==> src/rtl/wave_player_pkg.sv <==
package wave_player_pkg;

    localparam int PAGE_BITS    = 12;
    localparam int MIN_SAMPLES  = 64;
    localparam int SAMPLE_W     = 16;
    localparam int FRAC_BITS    = 15;

    typedef enum logic {
        MODE_LOOP   = 1'b0,
        MODE_STREAM = 1'b1
    } play_mode_e;

    typedef logic signed [SAMPLE_W-1:0] q15_t;

    typedef struct packed {
        play_mode_e        mode;
        logic [15:0]       gain;
        logic signed [15:0] offset;
    } calib_cfg_t;

    // Scale a template sample, round half up, add offset, clamp to 16 bits.
    function automatic q15_t calibrate(input q15_t tmpl, input calib_cfg_t c);
        logic signed [33:0] prod;
        logic signed [33:0] acc;
        prod = tmpl * $signed({1'b0, c.gain});
        acc  = (prod + 34'sd16384) >>> FRAC_BITS;
        acc  = acc + $signed({{18{c.offset[15]}}, c.offset});
        if (acc > 34'sd32767)
            return 16'sh7FFF;
        else if (acc < -34'sd32768)
            return 16'sh8000;
        else
            return acc[15:0];
    endfunction

endpackage

==> src/rtl/wp_fifo.sv <==
module wp_fifo #(
    parameter int W     = 16,
    parameter int DEPTH = 8
) (
    input  logic                       clk,
    input  logic                       rst,
    input  logic                       flush,
    input  logic                       push,
    input  logic [W-1:0]               din,
    input  logic                       pop,
    output logic [W-1:0]               dout,
    output logic                       empty,
    output logic [$clog2(DEPTH):0]     count
);
    localparam int PW = $clog2(DEPTH);

    logic [W-1:0]  store [DEPTH];
    logic [PW:0]   wptr, rptr;
    logic          full;

    assign count = wptr - rptr;
    assign empty = (count == '0);
    assign full  = (count == (PW+1)'(DEPTH));
    assign dout  = store[rptr[PW-1:0]];

    always_ff @(posedge clk) begin
        if (rst || flush) begin
            wptr <= '0;
            rptr <= '0;
        end else begin
            if (push && !full) begin
                store[wptr[PW-1:0]] <= din;
                wptr <= wptr + 1'b1;
            end
            if (pop && !empty)
                rptr <= rptr + 1'b1;
        end
    end
endmodule

==> src/rtl/wp_fetch.sv <==
module wp_fetch #(
    parameter int ADDR_W = 32,
    parameter int LEN_W  = 24,
    parameter int DEPTH  = 8
) (
    input  logic                       clk,
    input  logic                       rst,
    input  logic                       run,
    input  logic [ADDR_W-1:0]          base,
    input  logic [LEN_W-1:0]           len,
    input  logic [$clog2(DEPTH):0]     fill,
    input  logic                       mem_gnt,
    input  logic                       mem_rvalid,
    output logic                       mem_req,
    output logic [ADDR_W-1:0]          mem_addr
);
    localparam int CW = $clog2(DEPTH) + 1;

    logic [LEN_W-1:0] idx;
    logic [CW-1:0]    inflight;
    logic [CW:0]      credits;
    logic             fire;

    assign credits  = {1'b0, fill} + {1'b0, inflight};
    assign mem_req  = run && (credits < (CW+1)'(DEPTH));
    assign mem_addr = base + ADDR_W'({idx, 1'b0});
    assign fire     = mem_req && mem_gnt;

    always_ff @(posedge clk) begin
        if (rst || !run) begin
            idx      <= '0;
            inflight <= '0;
        end else begin
            if (fire)
                idx <= (idx == len - 1'b1) ? '0 : idx + 1'b1;
            case ({fire, mem_rvalid})
                2'b10:   inflight <= inflight + 1'b1;
                2'b01:   inflight <= inflight - 1'b1;
                default: inflight <= inflight;
            endcase
        end
    end
endmodule

==> src/rtl/wp_player.sv <==
module wp_player
    import wave_player_pkg::*;
#(
    parameter int DAC_W  = 14,
    parameter int RATE_W = 16
) (
    input  logic                clk,
    input  logic                rst,
    input  logic                run,
    input  logic [RATE_W-1:0]   rate_div,
    input  calib_cfg_t          cal,
    input  logic                fifo_empty,
    input  q15_t                fifo_dout,
    output logic                pop,
    output logic [DAC_W-1:0]    dac_code,
    output logic                dac_strobe,
    input  logic                underrun_clr,
    output logic                underrun
);
    logic [RATE_W-1:0] hold_cnt;
    logic              started;
    logic              starving;
    q15_t              scaled;

    assign scaled   = calibrate(fifo_dout, cal);
    assign pop      = run && (hold_cnt == '0) && !fifo_empty;
    assign starving = run && started && (hold_cnt == '0) && fifo_empty;

    always_ff @(posedge clk) begin
        if (rst) begin
            hold_cnt   <= '0;
            started    <= 1'b0;
            dac_code   <= '0;
            dac_strobe <= 1'b0;
            underrun   <= 1'b0;
        end else begin
            dac_strobe <= pop;
            if (!run) begin
                hold_cnt <= '0;
                started  <= 1'b0;
            end else if (pop) begin
                dac_code <= scaled[SAMPLE_W-1 -: DAC_W];
                hold_cnt <= (cal.mode == MODE_STREAM) ? rate_div : '0;
                started  <= 1'b1;
            end else if (hold_cnt != '0) begin
                hold_cnt <= hold_cnt - 1'b1;
            end
            if (starving)
                underrun <= 1'b1;
            else if (underrun_clr)
                underrun <= 1'b0;
        end
    end
endmodule

==> src/rtl/wave_player.sv <==
module wave_player
    import wave_player_pkg::*;
#(
    parameter int ADDR_W     = 32,
    parameter int LEN_W      = 24,
    parameter int RATE_W     = 16,
    parameter int DAC_W      = 14,
    parameter int FIFO_DEPTH = 8
) (
    input  logic                clk,
    input  logic                rst,
    input  logic                en,
    input  logic                cfg_mode,
    input  logic [ADDR_W-1:0]   cfg_base,
    input  logic [LEN_W-1:0]    cfg_len,
    input  logic [RATE_W-1:0]   cfg_rate_div,
    input  logic [15:0]         cfg_gain,
    input  logic [15:0]         cfg_offset,
    output logic                cfg_err,
    output logic                mem_req,
    output logic [ADDR_W-1:0]   mem_addr,
    input  logic                mem_gnt,
    input  logic                mem_rvalid,
    input  logic [15:0]         mem_rdata,
    output logic [DAC_W-1:0]    dac_code,
    output logic                dac_strobe,
    output logic                underrun,
    input  logic                underrun_clr
);
    localparam int FILL_W = $clog2(FIFO_DEPTH) + 1;

    logic              en_q;
    logic              run;
    logic              pop;
    logic              fifo_empty;
    logic [FILL_W-1:0] fill;
    logic [15:0]       fifo_dout;
    calib_cfg_t        cal;

    assign cfg_err = (cfg_base[PAGE_BITS-1:0] != '0) ||
                     (cfg_len < LEN_W'(MIN_SAMPLES));
    assign run     = en_q && !cfg_err;
    assign cal     = '{mode: play_mode_e'(cfg_mode), gain: cfg_gain,
                       offset: cfg_offset};

    always_ff @(posedge clk) begin
        if (rst) en_q <= 1'b0;
        else     en_q <= en;
    end

    wp_fetch #(.ADDR_W(ADDR_W), .LEN_W(LEN_W), .DEPTH(FIFO_DEPTH)) fetch_i (
        .clk(clk), .rst(rst), .run(run), .base(cfg_base), .len(cfg_len),
        .fill(fill), .mem_gnt(mem_gnt), .mem_rvalid(mem_rvalid),
        .mem_req(mem_req), .mem_addr(mem_addr)
    );

    wp_fifo #(.W(16), .DEPTH(FIFO_DEPTH)) fifo_i (
        .clk(clk), .rst(rst), .flush(!run), .push(mem_rvalid && run),
        .din(mem_rdata), .pop(pop), .dout(fifo_dout), .empty(fifo_empty),
        .count(fill)
    );

    wp_player #(.DAC_W(DAC_W), .RATE_W(RATE_W)) player_i (
        .clk(clk), .rst(rst), .run(run), .rate_div(cfg_rate_div), .cal(cal),
        .fifo_empty(fifo_empty), .fifo_dout(fifo_dout), .pop(pop),
        .dac_code(dac_code), .dac_strobe(dac_strobe),
        .underrun_clr(underrun_clr), .underrun(underrun)
    );
endmodule

==> config.mk <==
export PLATFORM = sky130hd
export DESIGN_NAME = wave_player
export DESIGN_NICKNAME = d
export VERILOG_FILES = /design/src/rtl/wave_player_pkg.sv /design/src/rtl/wp_fifo.sv /design/src/rtl/wp_fetch.sv /design/src/rtl/wp_player.sv /design/src/rtl/wave_player.sv
export SDC_FILE = /design/constraint.sdc
export NUM_CORES = 1
export LEC_CHECK = 0
export CORE_ASPECT_RATIO = 0.75
export CORE_MARGIN = 5
export CORE_UTILIZATION = 55
export CTS_CLUSTER_DIAMETER = 100
export DETAILED_ROUTE_END_ITERATION = 16
export DONT_BUFFER_PORTS = 1
export PLACE_DENSITY = 0.7
export REMOVE_ABC_BUFFERS = 1
export SLEW_MARGIN = 20
export SYNTH_ARGS = -nofsm -noshare
export SYNTH_HDL_FRONTEND = slang
export SYNTH_SLANG_ARGS = --single-unit
==> constraint.sdc <==
create_clock -name clk -period 15.9 [get_ports clk]
set_clock_uncertainty 0.1 [all_clocks]
set_input_delay 0.795 -clock clk [delete_from_list [all_inputs] [get_ports clk]]
set_output_delay 0.795 -clock clk [all_outputs]
set_load 0.05 [all_outputs]
==> results.cfg, run 1 <==
[outcome]
status = finished, final reports clean

[clock_tree]
htreeDepth = 1
cts_root_buf = clkbuf_16
cts.repair.resized = 0
post_cts_buffers = 0
ctsHoldBuffers = 0
cts_tree = built
clk_latency_ps = 550
tritoncts.num_buffers = 22
clkTransAtPathRegs_ps = 70
ctsLongestPathBuffers = 3
cts_sinks = 201

[critical_path]
critPathCaptureType = flop
critPathCapture = player_i.dac_code[5]
cp-start-kind = flop
cp.arrival_ps = 10500
path_max_fanout = 30
path_depth = 31
r2r_slack_ps = 5670
path_buf_inv = 2
timing.rr.end = player_i.dac_code[5]
rr_worst_depth = 31
cp_slowest_cell = dfxtp_4
cpLargestDelayFamily = adder cells
crit_required_ps = 16170
crit_top_cell = fa_1
worstSetupPathType = flop to flop
slowest_delay_ps = 740

[route]
wirelength_microns = 46200
first_pass_iters = 5
vias_per_cell = 5.70
ant_nets = 0
wl_per_cell_microns = 19.3
route.detailed.drc = 0
vias = 13600
first_iter_violations = 807

[grt]
grtUsageTotal = 0.233
grt_start_max_net_pins = 33
antenna_found_initial = 1
grt_pass1_vias = 13800
overflow = 0
grt_first_pass_wirelength_microns = 74000

[timing]
holdWs_ps = 216
final_max_slew_viol_count = 0
rsz0062_at_grt = false
setup_viol = 0
max_freq_ghz = 0.0978
slew-limit-headroom = 0.245
worst_pin_slew_ps = 1120
fin_ws_ps = 5670
finalCriticalPeriod_ps = 10230
hold_viol = 0
setup-tns-final_ps = 0
post-route-period-util = 0.643

[yosys]
synthXorXnorAreaFrac = 0.0620
syn_inst = 1941
seq_area_frac_synth = 0.272
synth_top_area_share = 0.203
synth_warnings = 0
synth_area_leaders = fa_1 20%, edfxtp_1 20%, ha_1 11%
synth_fa_ha_area_frac = 0.318
synth_ff_type = edfxtp_1
synth-compound-area-share = 0.0787
ys_ff_latch = 201
synthArstFlopShare = 0
synth_edf_count = 128
synthesis.area_sq_um = 19500
synth_top_cell_by_area = fa_1
synth_cell_type_count = 72
synthSimpleGateAreaFrac = 0.156
synth_top_family_by_area = adder cells
yosys-mux-area-fraction = 0.0485
synth.avg_cell_area_sq_um = 10.0

[floorplanning]
fp.dieW_microns = 227
io_pins = 177
start_util = 0.559
die_h_microns = 173
die_area_sq_um = 39300
core_area_sq_um = 34800
rows = 59

[power_and_ir_drop]
pwr-share-comb = 0.659
peakVddDrop_mv = 0.265
swShare = 0.446
p_per_area_nw_per_um2 = 151
clock_power_share = 0.163
power_mw = 3.11
leakagePower_nw = 8.91
internal-power_mw = 1.73
seqPwrFrac = 0.178
p_sw_mw = 1.39

[place]
pre_cts_ws_ps = 5300
io_buffers = 0
gp_congestion = 0.899
dpl.hpwl_microns = 34800

[finish]
diodes = 0
final_util = 0.593
syn_to_final_growth_pct = 6.05
drive_gt1_frac = 0.0729
nNetsFinal = 2422
final_common_cell = inv_1
final_cell_mix = 268 x inv_1, 198 x fa_1, 185 x nand2_1

[run]
maxCapViolCount = 0

[hold_path]
hp-class = input port to flop
[cells in the mapped netlist, types with 51 or more instances]
| cell type | number |
|---|---|
| clkbuf_1 | 51 |
| nor2_1 | 132 |
| dfxtp_1 | 73 |
| xnor2_1 | 78 |
| xor2_1 | 60 |
| nand2_1 | 185 |
| fa_1 | 198 |
| ha_1 | 179 |
| edfxtp_1 | 128 |
| and2_1 | 74 |
| a21oi_1 | 76 |
| inv_1 | 268 |
[power by group through the flow]
stage | clock (mW) | combinational (mW) | sequential (mW)
floorplan | 0 | 1.64 | 0.565
global placement | 0 | 2.00 | 0.565
detailed placement | 0 | 2.03 | 0.565
CTS | 0.518 | 2.04 | 0.554
global route | 0.539 | 2.31 | 0.553
finish | 0.507 | 2.05 | 0.554
[worst register-to-register path, delay by kind of cell (launching register included)]
| family | cells | cell delay, ps |
|---|---|---|
| compound gates | 12 | 2590 |
| xor+xnor | 2 | 370 |
| fa+ha+maj | 8 | 3780 |
| buf+inv | 2 | 110 |
| flops | 1 | 740 |
| mux | 2 | 1040 |
| simple gates | 5 | 1310 |
[layer usage]
metal | global-route usage | routed length [microns] | up-vias
li1 | - | - | 6414
met1 | 0.346 | 21000 | 6736
met2 | 0.352 | 20600 | 431
met3 | 0.0612 | 4000 | 50
met4 | 0.0384 | 682 | 0
met5 | 0 | 0 | -
[state kept, by name (all words and copies together) (netlist names), named ones only]
signal / count
fifo_i.store: 128
player_i.started: 1
en_q: 1
player_i.dac_strobe: 1
player_i.hold_cnt: 16
fetch_i.inflight: 4
fifo_i.wptr: 4
fifo_i.rptr: 4
player_i.dac_code: 14
player_i.underrun: 1
fetch_i.idx: 24
[area by class of cell]
class	instances	area [sq um]
Fill cell	2923	14200
Tap cell	457	572
Clock buffer	25	562
Inverter	268	1010
Timing Repair Buffer	15	113
Sequential cell	201	5310
Multi-Input combinational cell	1410	13000
Clock inverter	14	160
[worst min-delay path by stage]
stage	end	startpoint	cells past startpoint
CTS	en_q	rst	1
floorplan	player_i.started	player_i.started	2
detailed placement	player_i.started	player_i.started	2
finish	en_q	rst	1
global route	en_q	rst	1
global placement	player_i.started	player_i.started	2
[cell families (layout without fill, tap and decap cells)]
| group | after synthesis | after routing |
|---|---|---|
| buf+inv | 330 | 322 |
| mux | 53 | 53 |
| compound gates | 234 | 234 |
| simple gates | 608 | 608 |
| flops | 201 | 201 |
| fa+ha+maj | 377 | 377 |
| xor+xnor | 138 | 138 |
[stage by stage]
| stage | area, sq um | cells |
|---|---|---|
| global placement | 19900 | 2351 |
| CTS | 20700 | 2390 |
| global route | 20700 | 2390 |
| floorplan | 19200 | 1879 |
| finish | 20700 | 2390 |
| detailed placement | 19900 | 2351 |
No activity file was read; power rests on OpenSTA's default activity.
==> run 2: changes to the inputs <==
--- a/config.mk
+++ b/config.mk
@@ -11,7 +11,7 @@
 export CTS_CLUSTER_DIAMETER = 100
 export DETAILED_ROUTE_END_ITERATION = 16
 export DONT_BUFFER_PORTS = 1
-export PLACE_DENSITY = 0.7
+export PLACE_DENSITY = 0.73
 export REMOVE_ABC_BUFFERS = 1
 export SLEW_MARGIN = 20
 export SYNTH_ARGS = -nofsm -noshare
==> constraint.sdc (replaced) <==
create_clock -name clk -period 9.1 [get_ports clk]
set_clock_uncertainty 0.1 [all_clocks]
set_input_delay 0.455 -clock clk [delete_from_list [all_inputs] [get_ports clk]]
set_output_delay 0.455 -clock clk [all_outputs]
set_load 0.05 [all_outputs]
==> results.cfg, run 2 (synthesis gave the netlist of run 1 again) <==
[critical_path]
cp-start-kind = flop
worstSetupPathType = flop to flop
crit_required_ps = 9420
slowest_delay_ps = 550
path_max_fanout = 7
cp.arrival_ps = 9470
critPathCaptureType = flop
cp_slowest_cell = fa_1

[route]
wl_met3_microns = 3450
routed-wl-met2_microns = 22000
route.detailed.drc = 0
vias_per_cell = 5.57
wirelength_microns = 47500
top_layer = met5
wl_per_cell_microns = 18.7
first_pass_iters = 5
ant_nets = 0
vias = 14100
first_iter_violations = 953
m1WireLength_microns = 21500

[finish]
nNetsFinal = 2570
nFillCells = 2772
final_common_cell = inv_1
syn_to_final_growth_pct = 14.8
largest_register_ffs = 128
drive_gt1_frac = 0.158
final_util = 0.642
final_cell_mix = 260 x inv_1, 191 x fa_1, 178 x nand2_1

[grt]
antenna_found_initial = 4
grt_pass1_vias = 14400
grt_first_pass_wirelength_microns = 75800
grtUsageTotal = 0.237
overflow = 0
grt_start_max_net_pins = 25

[outcome]
status = finished, violations left
failed_checks = negative hold slack, negative setup slack

[clock_tree]
tritoncts.num_buffers = 21
cts_root_buf = clkbuf_16
ctsLongestPathBuffers = 3
clkTransAtPathRegs_ps = 70
clk_latency_ps = 510
cts_sinks = 201
ctsHoldBuffers = 32
cts_tree = built
htreeDepth = 1

[floorplanning]
die_area_sq_um = 39300
fp.dieW_microns = 227
start_util = 0.559
io_pins = 177
core_area_sq_um = 34800
die_h_microns = 173
rows = 59

[power_and_ir_drop]
p_per_area_nw_per_um2 = 304
peakVddDrop_mv = 0.487
leakagePower_nw = 9.72

[timing]
setup_viol = 2
final_max_slew_viol_count = 0
finalCriticalPeriod_ps = 9150
worst_pin_slew_ps = 1140
slew-limit-headroom = 0.236
post-route-period-util = 1.01
holdWs_ps = -77.9
hold_viol = 14
fin_ws_ps = -54.8
rsz0062_at_grt = true
max_freq_ghz = 0.109

[place]
pre_cts_ws_ps = -534
io_buffers = 0
dpl.hpwl_microns = 36500
gp_congestion = 0.920

[run]
maxCapViolCount = 0

[hold_path]
hp-class = input port to flop
## run 2: cell types whose count changed in the layout (fill, tap and decap cells not counted), moves of 12 or more
| cell | change |
|---|---|
| a211oi_2 | +12 |
| dlygate4sd3_1 | +32 |
| buf_4 | +95 |
| a211oi_1 | -12 |
| buf_6 | +13 |
## run 2: path summary, 6_finish.rpt
kind	startpoint	depth (start not counted)	endpoint	slack [ps]
worst min register to register	player_i.started	2	player_i.started	380
worst min-delay path	rst	1	player_i.dac_code[9]	-80
worst max-delay path	flop	41	player_i.dac_code[1]	-50
worst max register to register	flop	41	player_i.dac_code[1]	-50
## run 2: per-layer routing
layer | vias to the layer above | global-route usage
met1 | 6979 | 0.350
met5 | - | 0
li1 | 6711 | -
met4 | 4 | 0.0296
met2 | 394 | 0.373
met3 | 45 | 0.0502
## run 2: where the power goes
| group | leakage [nW] | total, mW | internal (mW) | switching (mW) |
|---|---|---|---|---|
| combinational | 7.66 | 4.97 | 2.45 | 2.51 |
| clock | 0.327 | 0.874 | 0.514 | 0.359 |
| sequential | 1.74 | 0.968 | 0.968 | 0.0000513 |
## run 2: through the flow
step | instance area [sq um] | power, mW | TNS, ps | hold WS [ps] | cells
final | 22400 | 6.81 | -56.2 | -77.9 | 2539
after global routing | 22400 | 7.37 | -3900 | -116 | 2539
after CTS | 21800 | 6.26 | 0 | -118 | 2515
after detailed placement | 20700 | 5.19 | -6580 | 361 | 2443
after global placement | 20700 | 5.08 | -3690 | 357 | 2443
after floorplan | 19200 | 3.86 | -20640 | 340 | 1879
## run 2: area by class of cell
class                   count  area, sq um  area share
diodes                      1         2.50    0.000112
well taps                 457          572      0.0255
multi-input cells        1411        13400       0.597
flip-flops and latches    201         5310       0.237
inverters                 268         1010      0.0449
clock inverters            12          148     0.00660
clock buffers              26          544      0.0243
repair buffers            163         1450      0.0647
## run 2: repair_timing
| item | 4_1_cts | 5_1_grt |
|---|---|---|
| buffers inserted | 1 | 23 |
| pin swaps | 22 | 80 |
| resized for setup | 34 | 79 |
| setup endpoints to repair | 13 | 14 |
| cloned | 1 | 1 |
| hold endpoints to repair | 157 | 14 |
## run 2: worst max-delay path: cells and delay by family, from the launching register on
family | cells | cell delay [ps]
simple gates | 3 | 320
mux | 2 | 680
buf+inv | 10 | 1070
xor+xnor | 2 | 300
fa+ha+maj | 8 | 3250
compound gates | 16 | 2960
flops | 1 | 380
